$ cat config.mk
export PLATFORM = sky130hd
export DESIGN_NAME = tps_clock_select
export DESIGN_NICKNAME = d
export VERILOG_FILES = /design/src/rtl/tps_pkg.sv /design/src/rtl/tps_prescaler.sv /design/src/rtl/tps_pin_sync.sv /design/src/rtl/tps_tick_select.sv /design/src/rtl/tps_clock_select.sv
export SDC_FILE = /design/constraint.sdc
export NUM_CORES = 1
export LEC_CHECK = 0
export BUFFER_PORTS_ARGS = -buffer_cell sky130_fd_sc_hd__clkbuf_2
export CAP_MARGIN = 15
export CORE_MARGIN = 3
export CORE_UTILIZATION = 48
export CTS_BUF_LIST = sky130_fd_sc_hd__clkbuf_2 sky130_fd_sc_hd__clkbuf_4 sky130_fd_sc_hd__clkbuf_8
export DETAILED_ROUTE_END_ITERATION = 12
export PLACE_DENSITY = 0.68
export SLEW_MARGIN = 20
export SYNTH_ARGS = -nofsm -noshare
export SYNTH_HDL_FRONTEND = slang
export SYNTH_HIERARCHICAL = 1
export SYNTH_SLANG_ARGS = --single-unit
export TNS_END_PERCENT = 5
$ cat constraint.sdc
create_clock -name clk_i -period 2.85 [get_ports clk_i]
set_clock_uncertainty 0.2 [all_clocks]
set_input_delay 0 -clock clk_i [delete_from_list [all_inputs] [get_ports clk_i]]
set_output_delay 0 -clock clk_i [all_outputs]
set_load 0.02 [all_outputs]
$ cat src/rtl/tps_pkg.sv
package tps_pkg;
   typedef enum logic [2:0] {
      CS_STOP     = 3'b000,
      CS_PASS     = 3'b001,
      CS_DIV_A    = 3'b010,
      CS_DIV_B    = 3'b011,
      CS_DIV_C    = 3'b100,
      CS_DIV_D    = 3'b101,
      CS_EXT_FALL = 3'b110,
      CS_EXT_RISE = 3'b111
   } clk_sel_e;

   localparam int SEL_W    = 3;
   localparam int NUM_TAPS = 4;
endpackage

$ cat src/rtl/tps_prescaler.sv
module tps_prescaler #(
   parameter int CNT_W    = 10,
   parameter int TAP0_LOG = 3,
   parameter int TAP1_LOG = 6,
   parameter int TAP2_LOG = 8,
   parameter int TAP3_LOG = 10
) (
   input  logic                         clk_i,
   input  logic                         rst_i,
   output logic [tps_pkg::NUM_TAPS-1:0] tap_hit_o
);
   localparam int TapLog [tps_pkg::NUM_TAPS] = '{TAP0_LOG, TAP1_LOG, TAP2_LOG, TAP3_LOG};

   logic [CNT_W-1:0] cnt_q;

   generate
      if (CNT_W < 1) begin : g_bad_w
         $error("tps_prescaler: CNT_W must be positive");
      end
      if (TAP3_LOG > CNT_W) begin : g_bad_top
         $error("tps_prescaler: widest tap exceeds counter width");
      end
      if (!(TAP0_LOG >= 1 && TAP0_LOG < TAP1_LOG && TAP1_LOG < TAP2_LOG && TAP2_LOG < TAP3_LOG)) begin : g_bad_order
         $error("tps_prescaler: taps must be positive and strictly increasing");
      end
   endgenerate

   always_ff @(posedge clk_i) begin
      if (rst_i) cnt_q <= '0;
      else       cnt_q <= cnt_q + 1'b1;
   end

   for (genvar i = 0; i < tps_pkg::NUM_TAPS; i++) begin : g_tap
      assign tap_hit_o[i] = &cnt_q[TapLog[i]-1:0];
   end
endmodule

$ cat src/rtl/tps_pin_sync.sv
module tps_pin_sync #(
   parameter int STAGES = 2
) (
   input  logic clk_i,
   input  logic rst_i,
   input  logic pin_i,
   output logic rise_o,
   output logic fall_o
);
   logic [STAGES-1:0] chain_q;
   logic              prev_q;
   logic              synced;

   generate
      if (STAGES < 2) begin : g_bad_stages
         $error("tps_pin_sync: at least two synchronizer stages required");
      end
   endgenerate

   always_ff @(posedge clk_i) begin
      if (rst_i) chain_q <= '0;
      else       chain_q <= {chain_q[STAGES-2:0], pin_i};
   end

   assign synced = chain_q[STAGES-1];

   always_ff @(posedge clk_i) begin
      if (rst_i) prev_q <= 1'b0;
      else       prev_q <= synced;
   end

   assign rise_o = synced & ~prev_q;
   assign fall_o = ~synced & prev_q;
endmodule

$ cat src/rtl/tps_tick_select.sv
module tps_tick_select
   import tps_pkg::*;
(
   input  logic                clk_i,
   input  logic                rst_i,
   input  logic [SEL_W-1:0]    sel_i,
   input  logic [NUM_TAPS-1:0] tap_hit_i,
   input  logic                rise_i,
   input  logic                fall_i,
   output logic                tick_o
);
   logic tick_d;
   clk_sel_e sel;

   assign sel = clk_sel_e'(sel_i);

   always_comb begin
      unique case (sel)
         CS_STOP:     tick_d = 1'b0;
         CS_PASS:     tick_d = 1'b1;
         CS_DIV_A:    tick_d = tap_hit_i[0];
         CS_DIV_B:    tick_d = tap_hit_i[1];
         CS_DIV_C:    tick_d = tap_hit_i[2];
         CS_DIV_D:    tick_d = tap_hit_i[3];
         CS_EXT_FALL: tick_d = fall_i;
         CS_EXT_RISE: tick_d = rise_i;
         default:     tick_d = 1'b0;
      endcase
   end

   always_ff @(posedge clk_i) begin
      if (rst_i) tick_o <= 1'b0;
      else       tick_o <= tick_d;
   end
endmodule

$ cat src/rtl/tps_clock_select.sv
module tps_clock_select #(
   parameter int CNT_W       = 10,
   parameter int TAP0_LOG    = 3,
   parameter int TAP1_LOG    = 6,
   parameter int TAP2_LOG    = 8,
   parameter int TAP3_LOG    = 10,
   parameter int SYNC_STAGES = 2
) (
   input  logic       clk_i,
   input  logic       rst_i,
   input  logic [2:0] sel_i,
   input  logic       ext_pin_i,
   output logic       tick_o
);
   logic [tps_pkg::NUM_TAPS-1:0] tap_hit;
   logic                         pin_rise;
   logic                         pin_fall;

   tps_prescaler #(
      .CNT_W   (CNT_W),
      .TAP0_LOG(TAP0_LOG),
      .TAP1_LOG(TAP1_LOG),
      .TAP2_LOG(TAP2_LOG),
      .TAP3_LOG(TAP3_LOG)
   ) u_presc (
      .clk_i    (clk_i),
      .rst_i    (rst_i),
      .tap_hit_o(tap_hit)
   );

   tps_pin_sync #(
      .STAGES(SYNC_STAGES)
   ) u_sync (
      .clk_i (clk_i),
      .rst_i (rst_i),
      .pin_i (ext_pin_i),
      .rise_o(pin_rise),
      .fall_o(pin_fall)
   );

   tps_tick_select u_sel (
      .clk_i    (clk_i),
      .rst_i    (rst_i),
      .sel_i    (sel_i),
      .tap_hit_i(tap_hit),
      .rise_i   (pin_rise),
      .fall_i   (pin_fall),
      .tick_o   (tick_o)
   );
endmodule

# Word-level counts from Yosys, hierarchy flattened

Cells that the tools add are included.

Reduce and logical (&&, ||, !) cells: 5
Bitwise operators: 4
Add/subtract/negate cells: 1
Multiplexer cells: 1
Eq/ne operators: 7

Operators with widths:

| kind                  | count |
|---|---|
| $eq 3x3->1 const B    | 4 |
| $add 10x1->10 const B | 1 |
| $reduce_and 10->1     | 1 |
| $pmux 1 s8            | 1 |
| $reduce_and 8->1      | 1 |
| $eq 3x2->1 const B    | 2 |
| $reduce_and 6->1      | 1 |
| $eq 3x1->1 const B    | 1 |
| $logic_not 3->1       | 1 |
| $reduce_and 3->1      | 1 |
| $and 1x1->1           | 2 |
| $not 1->1             | 2 |

Bits in registers: 14
Output and inout port bits: 1
Logic and storage cells: 22

# Longest topological paths before layout

Gate-level depths: netlist of run 1.

Word-level depth: 3
Mapped depth: 6
Mapped depth without buffers: 6

# Modules after synthesis

The synthesis of run 1 kept the hierarchy.

By module, submodules not included:

| module          | seq. area each (um2) | times used | cells an instance | area each (um2) |
|---|---|---|---|---|
| tps_prescaler   | 200.2                | 1          | 48                | 452.9 |
| tps_pin_sync    | 60.1                 | 1          | 8                 | 91.3 |
| tps_tick_select | 20.0                 | 1          | 9                 | 86.3 |

# Worst setup path before layout of run 1

Ideal clock, no wire load.

Path kind: register to register
From: reg u_presc.cnt_q[0]
To: reg u_sel.tick_o
Setup slack: 1.067 ns
Path buffers: 0
Arrival time: 1.517 ns
Stages on the path, launching flop included: 7
Cell sequence: dfxtp_1 ha_1 and4_1 and2_2 and4bb_1 a311o_1 a21oi_2

Longest elaborated chain between the ends: 2
Elaborated cells on any way between the ends: 5
Those cells by class: mux (1); reduce/logical (4)

RTL lines:

| what                       | line                   | source |
|---|---|---|
| start, declared            | tps_prescaler.sv:14    | `logic [CNT_W-1:0] cnt_q;` |
| start signal, assigned     | tps_prescaler.sv:30    | `else cnt_q <= cnt_q + 1'b1;` |
| $reduce_and 6->1           | tps_prescaler.sv:34    | `assign tap_hit_o[i] = &cnt_q[TapLog[i]-1:0];` |
| named net tap_hit, one bit | tps_clock_select.sv:15 | `logic [tps_pkg::NUM_TAPS-1:0] tap_hit;` |
| $pmux 1 s8                 | tps_tick_select.sv:18  | `unique case (sel)` |
| end signal, assigned       | tps_tick_select.sv:33  | `else tick_o <= tick_d;` |
| end, declared              | tps_tick_select.sv:10  | `output logic tick_o` |

The timed path passes the listed nets, and every way through them passes these cells.
A chain may end at the register's enable or synchronous reset.

# Final worst setup path of run 1

From: reg u_presc.cnt_q[0]
To: reg u_sel.tick_o

Longest elaborated chain between the ends: 2
Elaborated cells on any way between the ends: 5
Those cells by class: mux (1); reduce/logical (4)

RTL lines:

| what                       | line |
|---|---|
| $reduce_and 8->1           | tps_prescaler.sv:34 |
| named net tap_hit, one bit | tps_clock_select.sv:15 |
| $pmux 1 s8                 | tps_tick_select.sv:18 |

The timed path passes the listed nets, and every way through them passes these cells.

==> results of run 1 <==
-- logic make-up after synthesis --
group                    Yosys count
AND/OR/NAND/NOR                   32
flip-flops                        14
AO/OA/AOI/OAI                      8
multiplexers                       4
buffers and inverters              3
XOR/XNOR                           2
adder cells (fa/ha/maj)            2
-- critical path, delay by kind of cell, from the launching register on --
family / cells / cell delay [ns]
fa+ha+maj: 1 / 0.20
compound gates: 1 / 0.05
buf+inv: 2 / 1.11
simple gates: 3 / 0.46
mux: 1 / 0.26
flops: 1 / 0.36
-- metrics by stage --
step	util [%]	cells	worst slack, ns	hold slack (ns)
2_1_floorplan	-	65	1.07	-0.128
3_3_place_gp	57.3	84	1.02	0.00750
3_5_place_dp	57.3	84	0.957	0.0145
4_1_cts	64.3	93	0.0524	0.248
5_1_grt	65.2	93	0.00441	0.268
6_report	65.2	93	0.107	0.239
-- power breakdown --
group | switching [W] | internal [W]
registers | 0.00000505 | 0.000202
clock network | 0.0000556 | 0.0000489
logic | 0.0000125 | 0.0000157
total | 0.0000732 | 0.000266
-- how the worst min path moves through the flow --
stage                     slack [ns]           endpoint
after floorplan                -0.13  u_sync/chain_q[0]
after global placement         0.008  u_sync/chain_q[0]
after detailed placement        0.01  u_sync/chain_q[0]
after CTS                       0.25  u_sync/chain_q[1]
after global routing            0.27  u_sync/chain_q[1]
final                           0.24   u_presc/cnt_q[0]
-- flip-flops by register name, indices dropped and copies added, names as in the netlist --
signal          cells
u_presc/cnt_q      10
u_sync/chain_q      2
u_sel/tick_o        1
u_sync/prev_q       1
-- repair_timing --
action	CTS	global route
resized for setup	0	5
endpoints found under the setup margin	0	1
hold buffers	6	0
hold endpoints to repair	11	0
-- cell type report --
type                       instances  share of cell area [%]
timing repair buffer              12                    11.8
sequential                        14                    37.4
inverter                           2                   0.984
tap                               14                    2.30
multi-input combinational         48                    44.6
clock buffer                       3                    2.95
-- layer usage --
metal | vias up | part of all wire, % | global-route usage (%)
met5 | - | 0 | 0
met4 | 0 | 2.1 | 7.45
li1 | 259 | - | -
met3 | 5 | 6.8 | 6.44
met2 | 13 | 43 | 21.9
met1 | 219 | 48 | 15.9
-- placed cells by master (no fill, tap or decap), types with 2 or more instances in the layout --
cell type and instances:
clkbuf_2 6, dfxtp_1 12, a21oi_1 2, nor2_1 7, dlygate4sd3_1 6, inv_1 2
clkbuf_4 3, nor2b_1 9, nand2_1 2, mux2_2 3, nand3_1 3, o21ai_0 2
and4_4 2
==> impl_metrics.py, run 1 <==
metrics = {
    "clock_network": {
        "cts_made_buffers": 3,
        "clk_latency_ns": 0.27,
        "ctsRootBufferMaster": "clkbuf_4",
        "htreeDepth": 1,
        "cts.path.max_buffers": 2,
        "cts.sinks": 14,
        "cts_tree": "yes",
        "clkTransAtPathRegs_ns": 0.07,
        "post_cts_buffers": 0,
    },
    "route": {
        "antenna_left": 0,
        "via_count": 496,
        "dr.pass1.iters": 4,
        "wl_per_cell_microns": 11.5,
        "drt_iter0_drc": 5,
        "drt_wl_total_microns": 1070,
        "vias_per_cell": 5.33,
        "route.detailed.drc": 0,
    },
    "timing": {
        "period_share_pct": 96.3,
        "rsz0062_at_grt": "no",
        "fin_setup_tns_ns": 0,
        "setup_viol": 0,
        "relSlewSlack_pct": 78.3,
        "min_period_ns": 2.74,
        "hold_viol": 0,
        "drv_slew": 0,
        "worstMarginPinSlew_ns": 0.325,
        "fmax_mhz": 365,
    },
    "logic_synthesis": {
        "synthSimpleGateAreaFrac_pct": 31.2,
        "synth_compound_area_share_pct": 8.33,
        "yosys_warnings": 6,
        "syn_area_per_cell_sq_um": 9.70,
        "synth_area_leaders": "dfxtp_1 44%, nor2b_1 8.9%, mux2_2 5.4%, nor2_1 4.2%, ha_1 4.0%",
        "netlist_area_sq_um": 631,
        "async_reset_ff_share_pct": 0,
        "synth_cells": 65,
        "synth_cell_type_count": 29,
        "synth_commonest_cells": "14 x dfxtp_1, 9 x nor2b_1, 7 x nor2_1",
        "synth-xor-area-share_pct": 2.78,
        "synth_seq_cells": 14,
        "synth_edf_count": 0,
        "synth.area.mux_share_pct": 6.94,
        "synth.top_cell.area_share_pct": 44.4,
        "syn_nets": 73,
        "synth_fa_ha_area_share_pct": 3.97,
        "yosys.area.top_type": "dfxtp_1",
        "synth_top_family_by_area": "simple AND/OR/NAND/NOR gates",
        "yosysMostFrequentCell": "dfxtp_1",
        "ys_seq_area_share_pct": 44.4,
        "ys.flop_type": "dfxtp_1",
    },
    "final_layout": {
        "antennaDiodeCount": 0,
        "drive_gt1_share_pct": 26.6,
        "finalNetCount": 89,
        "regArea_sq_um": 285,
        "multiInputGateArea_sq_um": 340,
        "post-route-cell-area_sq_um": 763,
        "area_growth_pct": 21.0,
        "nFillCells": 100,
    },
    "die": {
        "io_pins": 7,
        "core_sq_um": 1170,
        "num_rows": 12,
        "start_util_pct": 53.8,
        "chipHeight_microns": 42.2,
        "die-area_sq_um": 1780,
        "fp.dieW_microns": 42.2,
    },
    "grt": {
        "grt_pass1_wl_microns": 1860,
        "antenna_found_initial": 0,
        "grt-ovfl-total": 0,
        "grt_start_max_net_pins": 18,
        "grt_pass1_vias": 435,
        "grt.total_usage_pct": 14.1,
    },
    "power_and_ir_drop": {
        "ir_drop_v": 0.000307,
        "power_w": 0.000340,
        "leakage_nw": 0.314,
        "p_per_area_nw_per_um2": 445,
    },
    "placement": {
        "hpwlAfterDp_microns": 718,
        "port_buffers": 6,
        "gp_congestion": 0.723,
        "dpl-instance-area_sq_um": 671,
    },
    "worst_setup_path": {
        "critPathMaxFanout": 4,
        "rr_worst_depth": 8,
        "endpoint": "u_sel/tick_o",
        "cp-end-kind": "flop",
        "crit_arrival_ns": 2.71,
        "slowest_delay_ns": 0.56,
        "crit_path_start_kind": "flop",
        "r2r_end": "u_sel/tick_o",
        "r2r_start": "u_presc/cnt_q[0]",
        "reg2reg_slack_ns": 0.11,
        "cpMaxStageDelayCell": "dlygate4sd3_1",
        "cp.required_ns": 2.81,
        "path_cells": "ha_2 -> and4_4 -> and4_4 -> mux2_2 -> nand2_1 -> dlygate4sd3_1 -> a21oi_2 -> dlygate4sd3_1",
        "crit_type": "reg2reg",
        "crit_start": "u_presc/cnt_q[0]",
    },
    "run_status": {
        "outcome": "complete, no violations",
    },
    "flow_run": {
        "max_cap_viol_count": 0,
    },
    "worst_hold_path": {
        "holdPathStages": 1,
        "hp-class": "reg2reg",
        "worstHoldStart": "u_presc/cnt_q[0]",
    },
}
No activity file was read; power rests on OpenSTA's default activity.
==> run 2, diff against run 1 <==
==> constraint.sdc (replaced) <==
create_clock -name clk_i -period 2.85 [get_ports clk_i]
set_clock_uncertainty 0.2 [all_clocks]
set_input_delay 0.57 -clock clk_i [delete_from_list [all_inputs] [get_ports clk_i]]
set_output_delay 0.57 -clock clk_i [all_outputs]
set_load 0.02 [all_outputs]
==> run 2 against run 1 <==
Hold slack better by 0.0038 ns. Final cell count is 6.5% lower. Largest cell class unchanged. Combinational power is 22% lower.
==> impl_metrics.py, run 2 (same netlist as run 1, synthesis figures left out) <==
metrics = {
    "run_status": {
        "outcome": "complete, no violations",
    },
    "worst_setup_path": {
        "cp.required_ns": 2.86,
        "cp-end-kind": "flop",
        "r2r_start": "u_presc/cnt_q[0]",
        "cpMaxStageDelayCell": "dfxtp_1",
        "reg2reg_slack_ns": 0.95,
        "crit_arrival_ns": 1.91,
        "critPathMaxFanout": 4,
        "r2r_end": "u_sel/tick_o",
        "crit_path_start_kind": "flop",
        "crit_start": "u_presc/cnt_q[0]",
        "path_cells": "ha_1 -> and4_1 -> and2_2 -> and4bb_1 -> a311o_1 -> a21oi_2",
        "slowest_delay_ns": 0.39,
        "crit_type": "reg2reg",
        "rr_worst_depth": 6,
    },
    "route": {
        "via_count": 466,
        "vias_per_cell": 5.36,
        "drt_iter0_drc": 18,
        "dr.pass1.iters": 4,
        "route.detailed.drc": 0,
        "drt_wl_total_microns": 963,
        "wl_per_cell_microns": 11.1,
        "antenna_left": 0,
    },
    "worst_hold_path": {
        "whs_endpoint": "u_sync/chain_q[1]",
        "worstHoldStart": "u_sync/chain_q[0]",
        "hp-class": "reg2reg",
        "holdPathStages": 1,
    },
    "final_layout": {
        "drive_gt1_share_pct": 23.3,
        "layout_common_cells": "14 x dfxtp_1, 9 x nor2b_1, 7 x nor2_1, 6 x clkbuf_2",
        "final_common_cell": "dfxtp_1",
        "finalNetCount": 83,
        "instances_no_fill": 87,
        "regMostFlops": "u_presc/cnt_q",
        "area_growth_pct": 9.92,
        "multiInputGateArea_sq_um": 335,
        "top_regs": "u_presc/cnt_q x10, u_sync/chain_q x2",
        "regArea_sq_um": 280,
        "nFillCells": 102,
        "antennaDiodeCount": 0,
        "largest_reg_flops": 10,
    },
    "timing": {
        "period_share_pct": 66.6,
        "fmax_mhz": 527,
        "fin_setup_tns_ns": 0,
        "worstMarginPinSlew_ns": 0.315,
        "timing.hold.ws_ns": 0.243,
        "min_period_ns": 1.90,
        "relSlewSlack_pct": 79.0,
        "drv_slew": 0,
        "setup_viol": 0,
        "rsz0062_at_grt": "no",
        "hold_viol": 0,
    },
    "die": {
        "num_rows": 12,
        "fp.dieW_microns": 42.2,
        "chipHeight_microns": 42.2,
        "io_pins": 7,
        "die-area_sq_um": 1780,
        "start_util_pct": 53.8,
        "core_sq_um": 1170,
    },
    "placement": {
        "placed_cells": 84,
        "hpwlAfterDp_microns": 718,
        "port_buffers": 6,
        "gp_congestion": 0.723,
    },
    "grt": {
        "grt-ovfl-total": 0,
        "antenna_found_initial": 0,
        "grt.total_usage_pct": 12.8,
        "grt_pass1_wl_microns": 1700,
        "gr-usage-met2_pct": 18.2,
        "grt_pass1_vias": 395,
        "grtUsageMet3_pct": 6.44,
        "grtUsageMet1_pct": 15.4,
        "top_usage_layer": "met2",
        "grt_start_max_net_pins": 18,
    },
    "clock_network": {
        "cts.path.max_buffers": 2,
        "cts-resized-gates": 0,
        "cts_made_buffers": 3,
        "cts.sinks": 14,
        "cts_tree": "yes",
        "post_cts_buffers": 0,
        "ctsHoldBuffers": 0,
        "ctsRootBufferMaster": "clkbuf_4",
        "clkTransAtPathRegs_ns": 0.07,
        "htreeDepth": 1,
        "clk_latency_ns": 0.27,
    },
    "power_and_ir_drop": {
        "p_seq_share_pct": 62.1,
        "clkPwrFrac_pct": 31.2,
        "internal_power_w": 0.000261,
        "p_per_area_nw_per_um2": 479,
        "ir_drop_v": 0.000305,
        "p_sw_w": 0.0000708,
        "switching_share_pct": 21.3,
        "leakage_nw": 0.289,
        "p_comb_share_pct": 6.6,
        "power_w": 0.000332,
    },
    "flow_run": {
        "max_cap_viol_count": 0,
    },
}
==> run 2: cell types whose count changed in the layout (fill, tap and decap cells not counted), sizes merged <==
cell,before,now
dlygate4sd3,6,0
==> run 2: per-stage QoR <==
stage	util, %	setup WS [ns]	cell area (sq um)
floorplan	-	1.07	631
detailed placement	57.3	0.957	671
global placement	57.3	1.02	671
CTS	59.2	0.937	693
finish	59.2	0.952	693
global route	59.2	0.834	693
==> run 2: worst max path at each step <==
stage | depth (start not counted) | to
after global placement | 6 | u_sel/tick_o
after detailed placement | 6 | u_sel/tick_o
after global routing | 6 | u_sel/tick_o
final | 6 | u_sel/tick_o
after floorplan | 6 | u_sel/tick_o
after CTS | 6 | u_sel/tick_o
==> run 2: layout make-up <==
| cell class | count | share of cell area (%) |
|---|---|---|
| Inverter | 2 | 1.08 |
| Multi-Input combinational cell | 48 | 48.4 |
| Clock buffer | 3 | 3.25 |
| Tap cell | 14 | 2.53 |
| Timing Repair Buffer | 6 | 4.33 |
| Sequential cell | 14 | 40.4 |
==> run 2: power groups by stage <==
stage,clock network (W),registers [W],logic (W)
2_1_floorplan,0,0.000211,0.0000133
3_3_place_gp,0,0.000211,0.0000224
3_5_place_dp,0,0.000211,0.0000222
4_1_cts,0.000111,0.000206,0.0000225
5_1_grt,0.000116,0.000207,0.0000251
6_report,0.000104,0.000206,0.0000221
==> run 2: metal layers <==
metal  vias up  part of all wire (%)
met3         5                   7.4
li1        248                     -
met2        11                    39
met1       202                    51
met5         -                     0
met4         0                   2.4
==> run 2: worst max-delay path: cells and delay by family, from the launching register on <==
kind / cells / cell delay (ns)
simple gates: 3 / 0.61
compound gates: 2 / 0.43
flops: 1 / 0.39
fa+ha+maj: 1 / 0.22
